File: src/rtl/burst_addr_ctr_pkg.sv
package burst_addr_ctr_pkg;

  // Action taken by the address register at the next rising edge.
  typedef enum logic [1:0] {
    ACT_HOLD  = 2'd0,
    ACT_STEP  = 2'd1,
    ACT_LOAD  = 2'd2,
    ACT_CLEAR = 2'd3
  } addr_act_e;

endpackage

File: src/rtl/bac_rst_sync.sv
module bac_rst_sync #(
  parameter int STAGES = 2
) (
  input  logic clk,
  input  logic rst_n,
  output logic rst_sync_n
);

  logic [STAGES-1:0] chain_q;
  logic [STAGES-1:0] chain_d;

  always_comb begin
    chain_d = {chain_q[STAGES-2:0], 1'b1};
  end

  always_ff @(posedge clk or negedge rst_n) begin
    if (!rst_n) begin
      chain_q <= '0;
    end else begin
      chain_q <= chain_d;
    end
  end

  assign rst_sync_n = chain_q[STAGES-1];

endmodule

File: src/rtl/bac_act_decode.sv
module bac_act_decode
  import burst_addr_ctr_pkg::*;
(
  input  logic      strobe_n,
  input  logic      step_n,
  input  logic      clear_n,
  output addr_act_e act
);

  // Priority: clear over load over step over hold.
  always_comb begin
    if (!clear_n) begin
      act = ACT_CLEAR;
    end else if (!strobe_n) begin
      act = ACT_LOAD;
    end else if (!step_n) begin
      act = ACT_STEP;
    end else begin
      act = ACT_HOLD;
    end
  end

endmodule

File: src/rtl/bac_next_addr.sv
module bac_next_addr
  import burst_addr_ctr_pkg::*;
#(
  parameter int ADDR_W = 16
) (
  input  addr_act_e         act,
  input  logic [ADDR_W-1:0] cur_addr,
  input  logic [ADDR_W-1:0] ext_addr,
  output logic [ADDR_W-1:0] nxt_addr,
  output logic              upd_en
);

  localparam logic [ADDR_W-1:0] ONE = {{(ADDR_W-1){1'b0}}, 1'b1};

  always_comb begin
    upd_en   = 1'b1;
    nxt_addr = cur_addr;
    unique case (act)
      ACT_CLEAR: nxt_addr = '0;
      ACT_LOAD:  nxt_addr = ext_addr;
      ACT_STEP:  nxt_addr = cur_addr + ONE;  // wraps naturally at all-ones
      default: begin
        upd_en   = 1'b0;
        nxt_addr = cur_addr;
      end
    endcase
  end

endmodule

File: src/rtl/bac_addr_reg.sv
module bac_addr_reg #(
  parameter int ADDR_W = 16
) (
  input  logic              clk,
  input  logic              rst_n,
  input  logic              upd_en,
  input  logic [ADDR_W-1:0] nxt_addr,
  output logic [ADDR_W-1:0] addr_q
);

  always_ff @(posedge clk or negedge rst_n) begin
    if (!rst_n) begin
      addr_q <= '0;
    end else if (upd_en) begin
      addr_q <= nxt_addr;
    end
  end

endmodule

File: src/rtl/burst_addr_ctr.sv
module burst_addr_ctr
  import burst_addr_ctr_pkg::*;
#(
  parameter int ADDR_W    = 16,
  parameter int RST_STAGE = 2
) (
  input  logic              clk,
  input  logic              rst_n,
  input  logic [ADDR_W-1:0] ext_addr,
  input  logic              strobe_n,
  input  logic              step_n,
  input  logic              clear_n,
  output logic [ADDR_W-1:0] cur_addr
);

  logic              rst_sync_n;
  addr_act_e         act;
  logic [ADDR_W-1:0] nxt_addr;
  logic              upd_en;

  bac_rst_sync #(.STAGES(RST_STAGE)) u_rst_sync (
    .clk       (clk),
    .rst_n     (rst_n),
    .rst_sync_n(rst_sync_n)
  );

  bac_act_decode u_decode (
    .strobe_n(strobe_n),
    .step_n  (step_n),
    .clear_n (clear_n),
    .act     (act)
  );

  bac_next_addr #(.ADDR_W(ADDR_W)) u_next (
    .act     (act),
    .cur_addr(cur_addr),
    .ext_addr(ext_addr),
    .nxt_addr(nxt_addr),
    .upd_en  (upd_en)
  );

  bac_addr_reg #(.ADDR_W(ADDR_W)) u_reg (
    .clk     (clk),
    .rst_n   (rst_sync_n),
    .upd_en  (upd_en),
    .nxt_addr(nxt_addr),
    .addr_q  (cur_addr)
  );

endmodule

File: config.mk
export PLATFORM = sky130hd
export DESIGN_NAME = burst_addr_ctr
export DESIGN_NICKNAME = d
export VERILOG_FILES = /design/src/rtl/burst_addr_ctr_pkg.sv /design/src/rtl/bac_rst_sync.sv /design/src/rtl/bac_act_decode.sv /design/src/rtl/bac_next_addr.sv /design/src/rtl/bac_addr_reg.sv /design/src/rtl/burst_addr_ctr.sv
export SDC_FILE = /design/constraint.sdc
export NUM_CORES = 1
export LEC_CHECK = 0
export ABC_CLOCK_PERIOD_IN_PS = 800
export BUFFER_PORTS_ARGS = -buffer_cell sky130_fd_sc_hd__buf_2
export CAP_MARGIN = 5
export CORE_ASPECT_RATIO = 0.9
export CORE_MARGIN = 4
export CORE_UTILIZATION = 44
export DETAILED_ROUTE_END_ITERATION = 7
export PLACE_DENSITY = 0.74
export SLEW_MARGIN = 15
export SYNTH_ARGS = -nofsm -noshare
export SYNTH_HDL_FRONTEND = slang
export SYNTH_SLANG_ARGS = --single-unit
File: constraint.sdc
create_clock -name clk -period 0.8 [get_ports clk]
set_input_delay 0.2 -clock clk [delete_from_list [all_inputs] [get_ports clk]]
set_output_delay 0.2 -clock clk [all_outputs]
set_load 0.02 [all_outputs]
==> flow_summary.json, run 1 <==
{
  "status": "finished with violations",
  "violations": "negative setup slack",
  "clk_pin_slew_ns": 0.12,
  "finalHoldViolCount": 0,
  "cp_max_fo": 5,
  "fin_area_mm2": 0.00198,
  "async_flop_share": 1.00,
  "final_cell_mix": "34 x buf_4, 31 x buf_6, 20 x buf_2",
  "synth_top_family_by_area": "simple AND/OR/NAND/NOR gates",
  "min_from": "ext_addr[1]",
  "dieHeight_um": 55.2,
  "r2r_cells": 4,
  "setup_viol": 32,
  "grt_setup_unrepaired": "yes",
  "rrSetupSlack_ns": -0.68,
  "diodes": 0,
  "grt_max_degree": 29,
  "finalPower_w": 0.00244,
  "whs_path_depth": 2,
  "p_switching_w": 0.000782,
  "dp_hpwl_um": 2410,
  "p_per_area_mw_per_mm2": 1230,
  "synth_seq_area_share": 0.413,
  "final_common_cell": "buf_4",
  "cp_num_buf_inv": 0,
  "synth_xor_area_frac": 0.0723,
  "nNetsFinal": 217,
  "numPortBuffers": 36,
  "r2r_start": "u_reg.addr_q[6]",
  "fin_crit_sh": 1.85,
  "routed_wl_um": 4870,
  "grt_pass1_wl_um": 6690,
  "dr.pass1.iters": 5,
  "p_int_w": 0.00166,
  "crit_chain": "nand4b_1 -> nor3_2 -> xnor2_1 -> a21oi_1",
  "grt_usage": 0.261,
  "required_ns": 1.00,
  "pwr-share-comb": 0.314,
  "die_area_mm2": 0.00334,
  "ios": 37,
  "die_w_um": 60.5,
  "drive_gt1_frac": 0.624,
  "overflow": 0,
  "synth_mux_area_frac": 0.0184,
  "finalWorstSetupSlack_ns": -0.678,
  "drc": 0,
  "maxSlewViolCount": 0,
  "power_frac_clock": 0.251,
  "fin_skew_ns": 0.0101,
  "timing.max_cap.violations": 0,
  "place_area_mm2": 0.00157,
  "numCtsBuffers": 3,
  "initial_utilization": 0.482,
  "cts.sinks": 18,
  "grt_antenna_before_repair": 0,
  "cts_max_level": 1,
  "power_frac_seq": 0.434,
  "fin_crit_ns": 1.48,
  "synth_ff_type": "dfrtp_1",
  "path_class": "reg2reg",
  "clk_latency_ns": 0.32,
  "fp-row-count": 16,
  "syn_nets": 132,
  "ys_warn_count": 0,
  "ys_seq_elements": 18,
  "cts_tree": "built",
  "vias": 1408,
  "path_delay_family": "simple AND/OR/NAND/NOR gates",
  "swShare": 0.320,
  "slowest_delay_ns": 0.48,
  "synth_edf_count": 0,
  "areaGrowthSynthToFinish_pct": 81.6,
  "synth_compound_area_frac": 0.210,
  "coreArea_mm2": 0.00226,
  "place.gp.congestion": 0.887,
  "wl_per_cell_um": 22.0,
  "grt_pass1_vias": 1317,
  "setup.worst_path.end_class": "flip-flop",
  "timing.fmax_mhz": 677,
  "ant_nets": 0,
  "yosysUniqueCellTypes": 37,
  "synth_fa_ha_area_frac": 0.0115,
  "clock_path_buffers": 2,
  "hold_class": "in2reg",
  "instances_no_fill": 221,
  "min_to": "u_reg.addr_q[1]",
  "syn_area_per_cell_um2": 9.91,
  "yosys.area_share.simple": 0.235,
  "p_leak_nw": 0.919,
  "cts_root_buffer": "clkbuf_4",
  "placedCellCount": 199,
  "drtIter0Drc": 142,
  "worstPathArrival_ns": 1.67,
  "synth_area_mm2": 0.00109,
  "slowest_stage": "dfrtp_2",
  "r2r-end": "u_reg.addr_q[8]",
  "syn_inst": 110,
  "viasPerCell": 6.37,
  "ir_drop_mv": 1.39,
  "critPathLaunchType": "flip-flop"
}
[cell usage after synthesis, types with 3 or more instances]
cell	count	share of area
a21oi_1	10	0.046
a311oi_1	3	0.024
clkbuf_1	4	0.014
dfrtp_1	18	0.41
nand2_1	3	0.010
nand3_1	4	0.018
nand4_1	3	0.017
nor2_1	3	0.010
nor2b_1	3	0.017
nor3_1	4	0.018
o21ai_0	14	0.064
xnor2_1	8	0.064
[metal layers]
layer  GRT usage  up-vias  wire (µm)
met5           0        -          0
met4       0.111        0        177
met3      0.0862       25        543
met2       0.410      120       2370
met1       0.321      678       1780
li1            -      585          -
[how the worst max path moves through the flow]
| stage | start | end | slack (ns) | cells after the start |
|---|---|---|---|---|
| floorplan | u_reg.addr_q[1] | u_reg.addr_q[12] | -0.54 | 5 |
| global placement | u_reg.addr_q[2] | u_reg.addr_q[11] | -0.46 | 5 |
| detailed placement | u_reg.addr_q[1] | u_reg.addr_q[12] | -0.56 | 5 |
| CTS | u_reg.addr_q[1] | u_reg.addr_q[12] | -0.57 | 5 |
| global route | u_reg.addr_q[1] | u_reg.addr_q[8] | -0.74 | 5 |
| finish | u_reg.addr_q[6] | u_reg.addr_q[8] | -0.68 | 4 |
[logic make-up (layout without fill, tap and decap cells)]
group | after synthesis | count (layout)
adder cells (fa/ha/maj) | 1 | 1
AND/OR/NAND/NOR | 34 | 34
flip-flops | 18 | 18
other | 1 | 1
XOR/XNOR | 9 | 9
buffers and inverters | 8 | 92
AO/OA/AOI/OAI | 37 | 37
multiplexers | 2 | 2
[per-stage QoR]
step	hold WS, ns	worst slack, ns	util	TNS (ns)
5_1_grt	0.0972	-0.737	0.875	-17.43
2_1_floorplan	-0.0956	-0.536	-	-6.48
3_3_place_gp	-0.0143	-0.464	0.694	-7.59
3_5_place_dp	-0.0127	-0.560	0.694	-8.15
4_1_cts	0.103	-0.570	0.809	-13.98
6_report	0.111	-0.678	0.875	-16.08
[cell type report]
class | instances | area, µm²
repair buffers | 86 | 714
inverters | 2 | 7.51
flip-flops and latches | 18 | 465
well taps | 27 | 33.8
multi-input cells | 84 | 722
clock buffers | 4 | 36.3
fillers | 103 | 283
[power groups by stage]
stage               Combinational [W]  Clock (W)  Sequential [W]
finish                       0.000768   0.000614         0.00106
global placement             0.000518          0         0.00105
CTS                          0.000652   0.000619         0.00105
detailed placement           0.000525          0         0.00106
floorplan                    0.000175          0         0.00114
global route                 0.000806   0.000655         0.00107
[sequential cells by signal (all words and copies together), names as in the netlist]
name / cells
u_reg.addr_q: 16
u_rst_sync.chain_q: 2
[repair_timing]
action | CTS | global route
setup endpoints to repair | 32 | 32
pin swaps | 8 | 12
gates resized for setup | 44 | 18
gates cloned | 0 | 0
setup buffers | 7 | 12
hold endpoints to repair | 2 | 0
hold buffers | 1 | 0
No activity file was read; power rests on OpenSTA's default activity.
==> run 2, diff against run 1 <==
Settings changed: CTS_BUF_LIST set to sky130_fd_sc_hd__clkbuf_16.
==> flow_summary.json, run 2 (synthesized netlist as in run 1, its figures left out) <==
{
  "maxSlewViolCount": 0,
  "cts_tree": "built",
  "fin_crit_sh": 1.94,
  "r2r-end": "u_reg.addr_q[8]",
  "critPathLaunchType": "flip-flop",
  "viasPerCell": 6.40,
  "grt_setup_unrepaired": "yes",
  "p_per_area_mw_per_mm2": 1420,
  "setup.worst_path.end_class": "flip-flop",
  "ir_drop_mv": 1.82,
  "dieHeight_um": 55.2,
  "min_from": "ext_addr[2]",
  "crit_chain": "nand4b_1 -> nor3_1 -> xnor2_1 -> a21oi_1",
  "final_cell_mix": "31 x buf_4, 28 x buf_6, 20 x buf_2",
  "timing.fmax_mhz": 644,
  "min_to": "u_reg.addr_q[2]",
  "numPortBuffers": 36,
  "largest-register": "u_reg.addr_q",
  "die_w_um": 60.5,
  "required_ns": 0.92,
  "diodes": 0,
  "cts_root_buffer": "clkbuf_16",
  "final_common_cell": "buf_4",
  "fp-row-count": 16,
  "ant_nets": 0,
  "grt_max_degree": 29,
  "setup_tns_ns": -14.37,
  "grt_antenna_before_repair": 0,
  "place.gp.congestion": 0.887,
  "timing.max_cap.violations": 0,
  "fin_util": 0.885,
  "cts_max_level": 1,
  "reg_top3": "u_reg.addr_q x16, u_rst_sync.chain_q x2",
  "path_class": "reg2reg",
  "worstPathArrival_ns": 1.68,
  "r2r_start": "u_reg.addr_q[6]",
  "status": "finished with violations",
  "path_delay_family": "simple AND/OR/NAND/NOR gates",
  "overflow": 0,
  "cts.sinks": 18,
  "clk_pin_slew_ns": 0.05,
  "nNetsFinal": 212,
  "drive_gt1_frac": 0.619,
  "cp_max_fo": 5,
  "setup_viol": 32,
  "drtIter0Drc": 74,
  "initial_utilization": 0.482,
  "routed_wl_um": 4930,
  "violations": "negative setup slack",
  "areaGrowthSynthToFinish_pct": 83.7,
  "rrSetupSlack_ns": -0.75,
  "grt_usage": 0.266,
  "grt_pass1_wl_um": 6610,
  "slowest_delay_ns": 0.46,
  "whs_path_depth": 2,
  "wl_per_cell_um": 22.8,
  "p_leak_nw": 0.909,
  "numCtsBuffers": 3,
  "slowest_stage": "dfrtp_2",
  "ios": 37,
  "dr.pass1.iters": 4,
  "grt_pass1_vias": 1267,
  "finalHoldViolCount": 0,
  "clk_latency_ns": 0.26,
  "hold-worst-slack_ns": 0.175,
  "drc": 0,
  "die_area_mm2": 0.00334,
  "dp_hpwl_um": 2410,
  "largest_reg_flops": 16,
  "cp_num_buf_inv": 0,
  "fin_crit_ns": 1.55,
  "vias": 1383,
  "coreArea_mm2": 0.00226,
  "dp_slack_ns": -0.560,
  "fin_skew_ns": 0.00272,
  "finalWorstSetupSlack_ns": -0.754,
  "r2r_cells": 4,
  "clock_path_buffers": 2,
  "nFillCells": 85,
  "hold_class": "in2reg"
}
run 2: cell types whose count changed in the layout (fill, tap and decap cells not counted), moves of 3 or more:
cell       delta
clkbuf_4      -3
clkbuf_16     +3
buf_6         -3
buf_4         -3
run 2: worst max-delay path by stage:
stage                     depth (start not counted)             from               end  slack [ns]
final                                             4  u_reg.addr_q[6]   u_reg.addr_q[8]       -0.75
after global routing                              4  u_reg.addr_q[5]   u_reg.addr_q[8]       -0.77
after CTS                                         5  u_reg.addr_q[1]  u_reg.addr_q[12]       -0.56
after detailed placement                          5  u_reg.addr_q[1]  u_reg.addr_q[12]       -0.56
after global placement                            5  u_reg.addr_q[2]  u_reg.addr_q[11]       -0.46
after floorplan                                   5  u_reg.addr_q[1]  u_reg.addr_q[12]       -0.54
run 2: stage by stage:
step | area (µm²) | instances | power [W]
after global routing | 2000 | 216 | 0.00295
after global placement | 1570 | 199 | 0.00157
after floorplan | 1150 | 110 | 0.00132
after detailed placement | 1570 | 199 | 0.00158
after CTS | 1870 | 209 | 0.00274
final | 2000 | 216 | 0.00285
run 2: where the power goes:
group | internal [W] | switching (W)
Combinational | 0.000384 | 0.000354
Sequential | 0.000973 | 0.0000967
Clock | 0.000667 | 0.000376
Total | 0.00202 | 0.000826
run 2: layer usage:
layer  vias to the layer above  track usage  share of wire
li1                        575            -              -
met1                       672        0.343           0.38
met2                       115        0.409           0.48
met3                        21       0.0606           0.11
met4                         0        0.133          0.037
met5                         -            0              0
run 2: final cells by class:
class                   count  area, µm²  share of cell area
inverters                   2       7.51             0.00375
clock inverters             1       3.75             0.00188
repair buffers             81        678               0.339
well taps                  27       33.8              0.0169
flip-flops and latches     18        465               0.232
clock buffers               3       75.1              0.0375
multi-input cells          84        738               0.369
run 2: worst reg2reg max path, stage by stage (launching register included):
cell and delay [ns]:
dfrtp_2 0.46, nand4b_1 0.30, nor3_1 0.39, xnor2_1 0.18, a21oi_1 0.10
run 2: what timing repair did:
action | CTS | global route
resized for setup | 47 | 20
hold endpoints to repair | 2 | 0
setup buffers | 5 | 15
setup endpoints to repair | 32 | 32
hold buffers | 1 | 0
pin swaps | 6 | 12
